## config.mk

```make
export PLATFORM = sky130hd
export DESIGN_NAME = mem_timing_gen
export DESIGN_NICKNAME = d
export VERILOG_FILES = /design/src/rtl/mem_timing_pkg.sv /design/src/rtl/phase_counter.sv /design/src/rtl/pix_gate.sv /design/src/rtl/strobe_gen.sv /design/src/rtl/mem_timing_gen.sv
export SDC_FILE = /design/constraint.sdc
export NUM_CORES = 1
export LEC_CHECK = 0
export ABC_CLOCK_PERIOD_IN_PS = 2400
export BUFFER_PORTS_ARGS = -buffer_cell sky130_fd_sc_hd__buf_2
export CORE_AREA = 2 2 39 41
export CTS_BUF_LIST = sky130_fd_sc_hd__clkbuf_8
export CTS_CLUSTER_SIZE = 10
export DETAILED_ROUTE_END_ITERATION = 12
export DIE_AREA = 0 0 41 43
export PLACE_DENSITY = 0.49
export SETUP_SLACK_MARGIN = 0.02
export SLEW_MARGIN = 40
export SYNTH_ARGS = -nofsm -noshare
export SYNTH_HDL_FRONTEND = slang
export SYNTH_HIERARCHICAL = 1
export SYNTH_SLANG_ARGS = --single-unit
```

## constraint.sdc

```tcl
create_clock -name clk -period 2.4 [get_ports clk]
set_clock_uncertainty 0.1 [all_clocks]
set_input_delay 0.12 -clock clk [delete_from_list [all_inputs] [get_ports clk]]
set_output_delay 0.12 -clock clk [all_outputs]
set_load 0.02 [all_outputs]
```

## src/rtl/mem_timing_pkg.sv

```systemverilog
package mem_timing_pkg;
  localparam int PERIOD_LOG2 = 4;
  localparam int PIX_LOG2    = 2;
  localparam int RAS_START   = 1;
  localparam int CAS_DELAY   = 2;
  localparam int STROBE_LAST = 6;

  typedef struct packed {
    logic ras_n;
    logic cas_n;
  } strobe_t;
endpackage

```

## src/rtl/phase_counter.sv

```systemverilog
module phase_counter #(
  parameter int W = 4
) (
  input  logic         clk,
  input  logic         rst_n,
  output logic [W-1:0] cnt,
  output logic         wrap,
  output logic         odd_period
);
  localparam logic [W-1:0] LAST = {W{1'b1}};

  assign wrap = (cnt == LAST);

  always_ff @(posedge clk or negedge rst_n) begin
    if (!rst_n) begin
      cnt        <= '0;
      odd_period <= 1'b0;
    end else begin
      cnt <= cnt + 1'b1;
      if (wrap) odd_period <= ~odd_period;
    end
  end
endmodule

```

## src/rtl/pix_gate.sv

```systemverilog
module pix_gate (
  input  logic clk,
  input  logic rst_n,
  input  logic wrap,
  input  logic tap,
  output logic pix_clk
);
  logic run;

  always_ff @(posedge clk or negedge rst_n) begin
    if (!rst_n)    run <= 1'b0;
    else if (wrap) run <= 1'b1;
  end

  assign pix_clk = run & tap;
endmodule

```

## src/rtl/strobe_gen.sv

```systemverilog
module strobe_gen
  import mem_timing_pkg::*;
#(
  parameter int HALF_W = 3
) (
  input  logic [HALF_W-1:0] pos,
  input  logic              active,
  output strobe_t           strb
);
  localparam logic [HALF_W-1:0] RS = RAS_START[HALF_W-1:0];
  localparam logic [HALF_W-1:0] CS = RS + CAS_DELAY[HALF_W-1:0];
  localparam logic [HALF_W-1:0] SL = STROBE_LAST[HALF_W-1:0];

  always_comb begin
    strb.ras_n = ~(active && pos >= RS && pos <= SL);
    strb.cas_n = ~(active && pos >= CS && pos <= SL);
  end
endmodule

```

## src/rtl/mem_timing_gen.sv

```systemverilog
module mem_timing_gen
  import mem_timing_pkg::*;
#(
  parameter int CNT_W = PERIOD_LOG2,
  parameter int PIX_W = PIX_LOG2
) (
  input  logic clk,
  input  logic rst_n,
  output logic pix_clk,
  output logic cpu_e,
  output logic cpu_q,
  output logic ras_n,
  output logic cas_n,
  output logic cpu_grant
);
  localparam int HALF_W = CNT_W - 1;

  logic [CNT_W-1:0] cnt;
  logic             wrap;
  logic             odd_period;
  strobe_t          strb;

  phase_counter #(.W(CNT_W)) u_cnt (
    .clk(clk), .rst_n(rst_n), .cnt(cnt), .wrap(wrap), .odd_period(odd_period)
  );

  pix_gate u_pix (
    .clk(clk), .rst_n(rst_n), .wrap(wrap), .tap(cnt[PIX_W-1]), .pix_clk(pix_clk)
  );

  assign cpu_e     = cnt[CNT_W-1];
  assign cpu_q     = cnt[CNT_W-1] ^ cnt[CNT_W-2];
  assign cpu_grant = cpu_e;

  strobe_gen #(.HALF_W(HALF_W)) u_strb (
    .pos(cnt[HALF_W-1:0]), .active(cpu_e | odd_period), .strb(strb)
  );

  assign ras_n = strb.ras_n;
  assign cas_n = strb.cas_n;
endmodule

```

== Word level (Yosys, flattened, before mapping) ==
Cells that the tools add are included.

* Flip-flop bits (word level): 6
* Latch bits: 0
* Memory bits (writable): 0
* Bits in read-only memories: 0
* Bits of input ports: 2
* Logic and storage cells: 18
* Memories: 0

* Add/subtract/negate cells: 1
* $mul: 0
* Divide/modulo/power cells: 0
* Magnitude comparators: 3
* Equal/unequal tests: 1
* Shift-type cells: 0
* Multiplexer cells: 0
* Bitwise gates (word level): 6
* Reduce and logical (&&, ||, !) cells: 4

{| class="wikitable"
|+ Operators with widths
! operator !! number
|-
| adder 4 x 1 -> 4 bit (second input constant) || 1
|-
| == test 4 bit (second input constant) || 1
|-
| logical AND 1 bit || 4
|-
| >= comparator 3 x 1 -> 1 bit (second input constant) || 1
|-
| >= comparator 3 x 2 -> 1 bit (second input constant) || 1
|-
| <= comparator 3 bit (second input constant) || 1
|-
| inverter 1 bit || 3
|-
| bitwise AND 1 bit || 1
|-
| bitwise OR 1 bit || 1
|-
| XOR 1 bit || 1
|}

== Longest topological paths before layout ==
* Word-level depth: 4
* Mapped depth: 3
* Depth with buffers taken out: 3

== By module ==
Netlist, hierarchy kept.

{| class="wikitable"
|+ Modules (own cells, without submodules)
! module !! times used !! cells an instance !! area each (µm²) !! seq. area each (µm²)
|-
| phase_counter || 1 || 12 || 191.4 || 125.1
|-
| pix_gate || 1 || 3 || 38.8 || 25.0
|-
| strobe_gen || 1 || 6 || 38.8 || 0.0
|-
| mem_timing_gen || 1 || 3 || 22.5 || 0.0
|}

== Worst setup path after synthesis ==
Ideal clock, no wire load.

* Path kind: register to output
* Start: register u_cnt.cnt[2]
* End: output cas_n
* Arrival time: 1.124 ns
* Path slack: 1.056 ns
* Cell stages (with the launch flop): 3
* Buffers on the path: 0
* Cells stage by stage: dfrtp_1 -> and3b_2 -> o21ai_0

* Longest elaborated chain between the ends: 4
* Elaborated cells between the ends (all ways): 5

{| class="wikitable"
|+ Ends and longest elaborated chain
! element !! line !! text
|-
| start: declaration || phase_counter.sv:6 || <nowiki>output logic [W-1:0] cnt,</nowiki>
|-
| start signal: assignment || phase_counter.sv:19 || <nowiki>cnt <= cnt + 1'b1;</nowiki>
|-
| >= comparator 3 x 2 -> 1 bit || strobe_gen.sv:16 || <nowiki>strb.cas_n = ~(active && pos >= CS && pos <= SL);</nowiki>
|-
| logical AND 1 bit || strobe_gen.sv:16 ||
|-
| logical AND 1 bit (*) || strobe_gen.sv:16 ||
|-
| inverter 1 bit (*) || strobe_gen.sv:16 ||
|-
| end: declaration || mem_timing_gen.sv:13 || <nowiki>output logic cas_n,</nowiki>
|}

Mark *: on every way between the ends. The rest lies on a longest branch, timed or not.

== Worst setup path after layout ==
* Start: register u_cnt.cnt[1]
* End: output ras_n

* Longest elaborated chain between the ends: 4
* Elaborated cells between the ends (all ways): 5

{| class="wikitable"
|+ Ends and longest elaborated chain
! element !! line !! text
|-
| >= comparator 3 x 1 -> 1 bit || strobe_gen.sv:15 || <nowiki>strb.ras_n = ~(active && pos >= RS && pos <= SL);</nowiki>
|-
| logical AND 1 bit || strobe_gen.sv:15 ||
|-
| logical AND 1 bit (*) || strobe_gen.sv:15 ||
|-
| inverter 1 bit (*) || strobe_gen.sv:15 ||
|-
| end: declaration || mem_timing_gen.sv:12 || <nowiki>output logic ras_n,</nowiki>
|}

Marked as above.

==> flow_metrics.py <==
metrics = {
    "outcome": {
        "status": "finished clean",
    },
    "placed_design": {
        "place_area_um2": 339,
        "gp_congestion": 0.669,
        "dp_hpwl_um": 372,
        "place_inst": 46,
        "pre_cts_slack_ns": 1.13,
        "io_buffers": 7,
    },
    "yosys": {
        "ys_types": 15,
        "yosys.area_share.adder_pct": 4.29,
        "yosys-mux-area-fraction_pct": 0,
        "syn_area_um2": 292,
        "yosysWarningCount": 6,
        "yosys.area_share.simple_pct": 21.5,
        "seq_area_frac_synth_pct": 51.5,
        "ys_seq_elements": 6,
        "synth_xor_area_share_pct": 14.6,
        "syn_nets": 27,
        "synth_compound_area_share_pct": 4.29,
        "synth_top_family_by_area": "simple AND/OR/NAND/NOR gates",
        "synth_area_per_cell_um2": 12.1,
        "syn_inst": 24,
    },
    "cts": {
        "cts_resized": 0,
        "clk_latency_ns": 0.22,
        "cts_tree": "yes",
        "cts_made_buffers": 3,
        "clk_pin_slew_ns": 0.04,
        "cts_setup_buffers": 0,
        "cts_root_buffer": "clkbuf_8",
        "h-tree-depth": 1,
        "cts.sinks": 6,
        "cts_max_path_buffers": 2,
    },
    "power_and_ir_drop": {
        "vdd_ir_drop_max_mv": 0.249,
        "comb_power_share_pct": 1.5,
        "intPower_mw": 0.211,
        "p_sw_share_pct": 16.8,
        "pwr-share-clk_pct": 58.4,
        "seq_power_share_pct": 40.2,
        "power_density_nw_per_um2": 649,
        "p_leak_nw": 0.198,
        "p_switching_mw": 0.0426,
    },
    "timing": {
        "hold_viol": 0,
        "fmax_ghz": 0.676,
        "worst_slack_ns": 0.921,
        "slew-limit-headroom_pct": 84.1,
        "setup_tns_ns": 0,
        "fin_crit_ns": 1.48,
        "worst_slew_pin_slew_ns": 0.239,
        "setup_viol": 0,
        "rsz0062_at_grt": "false",
        "final_max_slew_viol_count": 0,
        "fin_crit_sh_pct": 61.6,
    },
    "worst_setup_path": {
        "path_cells": "or3_1 > nand3_1 > buf_2",
        "worstPathRequired_ns": 2.18,
        "cp_slowest_cell": "dfrtp_1",
        "cp-start-kind": "flop",
        "crit_fanout": 7,
        "worstSetupEndpointType": "primary output",
        "critPathKind": "flop to primary output",
        "reg2reg_slack_ns": 1.13,
        "slowest_delay_ns": 0.43,
        "cp.arrival_ns": 1.26,
    },
    "routing": {
        "vias_per_cell": 3.92,
        "via_count": 196,
        "wl_um": 472,
        "drt_iter0_drc": 0,
        "drc": 0,
        "ant_nets": 0,
        "first_pass_iters": 1,
        "wire_per_inst_um": 9.44,
    },
    "floorplanning": {
        "coreArea_um2": 1380,
        "fp-row-count": 14,
        "io_pins": 8,
        "die-area_um2": 1760,
        "fp.dieH_um": 43,
        "dieWidth_um": 41,
        "start_util_pct": 21.1,
    },
    "cells_and_area": {
        "drive_gt1_share_pct": 41.2,
        "fin_nets": 39,
        "syn_to_final_growth_pct": 33.9,
        "diodes": 0,
        "instances_no_fill": 50,
        "utilization_pct": 28.2,
        "fin_area_um2": 390,
    },
    "global_route": {
        "track_usage_pct": 7.72,
        "gr-total-overflow": 0,
        "grt_pass1_vias": 194,
        "grt_start_max_net_pins": 9,
        "antenna_found_initial": 0,
        "grt_pass1_wl_um": 779,
    },
    "job": {
        "cap_violations": 0,
    },
    "min_path": {
        "hold_class": "primary input to async pin",
    },
}
[routing by layer]
layer | share of wire [%] | track usage, % | vias to the layer above
met2 | 44 | 8.75 | 7
met5 | 0 | 0 | -
li1 | - | - | 98
met3 | 8.9 | 6.28 | 2
met1 | 44 | 8.00 | 89
met4 | 3.6 | 8.00 | 0
[cells in the final DEF (no fill, tap or decap)]
cell           netlist  routed
a21boi_0             1       1
and2_2               1       1
and3_4               1       1
and3b_2              1       1
buf_2                0       7
clkbuf_8             0       3
dfrtp_1              6       6
dlygate4sd3_1        0       1
ha_1                 1       1
inv_1                1       1
nand3_1              3       3
o21ai_0              1       1
or2_1                2       2
or3_1                1       1
xnor2_1              1       1
xor2_1               2       2
xor2_2               1       1
[kinds of logic after synthesis]
group / count (synthesis)
XOR/XNOR: 4
AO/OA/AOI/OAI: 2
flip-flops: 6
AND/OR/NAND/NOR: 9
buffers and inverters: 2
adder cells (fa/ha/maj): 1
[worst max-delay path: cells and delay by family (launching register included)]
family | cells | cell delay (ns)
DFF | 1 | 0.43
and+or+nand+nor | 2 | 0.46
buffers and inverters | 1 | 0.16
[synthesized netlist by cell type]
library cell  count  share of area [%]
dfrtp_1           6                 52
nand3_1           3                5.1
or2_1             2                4.3
xor2_1            2                6.0
a21boi_0          1                2.6
and2_2            1                2.6
and3_4            1                3.9
and3b_2           1                3.4
buf_4             1                2.6
ha_1              1                4.3
inv_1             1                1.3
o21ai_0           1                1.7
or3_1             1                2.1
xnor2_1           1                3.0
xor2_2            1                5.6
[final cells by class]
cell class                      count  area (um2)
Timing Repair Buffer                8        45.0
Clock buffer                        3        41.3
Tap cell                           16        20.0
Sequential cell                     6         150
Fill cell                         144         993
Inverter                            1        3.75
Multi-Input combinational cell     16         130
[per-stage QoR]
step / total power, mW / hold WS, ns
global route: 0.266 / 0.174
finish: 0.253 / 0.153
global placement: 0.106 / -0.153
CTS: 0.257 / 0.163
detailed placement: 0.106 / -0.151
floorplan: 0.103 / -0.276
[power groups by stage]
stage	registers [mW]	logic, mW	clock network [mW]
6_report	0.102	0.00368	0.148
4_1_cts	0.102	0.00389	0.151
2_1_floorplan	0.103	0.0000000740	0
3_3_place_gp	0.103	0.00250	0
5_1_grt	0.102	0.00429	0.160
3_5_place_dp	0.103	0.00259	0
[sequential cells by signal, indices dropped and copies added (netlist names)]
register and cells:
u_pix/run 1, u_cnt/odd_period 1, u_cnt/cnt 4
[worst paths after layout]
kind | to | cells past startpoint | start
min | u_cnt/odd_period$_DFFE_PN0N_ | 2 | rst_n
min in group clk | u_pix/run$_DFFE_PN0P_ | 1 | u_pix/run$_DFFE_PN0P_
min reg2reg | u_pix/run$_DFFE_PN0P_ | 1 | u_pix/run$_DFFE_PN0P_
max in group asynchronous | u_cnt/cnt[2]$_DFF_PN0_ | 2 | rst_n
max | ras_n | 3 | u_cnt/cnt[1]$_DFF_PN0_
max reg2reg | u_pix/run$_DFFE_PN0P_ | 3 | u_cnt/cnt[0]$_DFF_PN0_
[timing repair]
action	CTS	global route
hold buffers	1	0
setup endpoints to repair	0	0
endpoints found under the hold margin	6	0
Power figures use the tool's default switching activity.
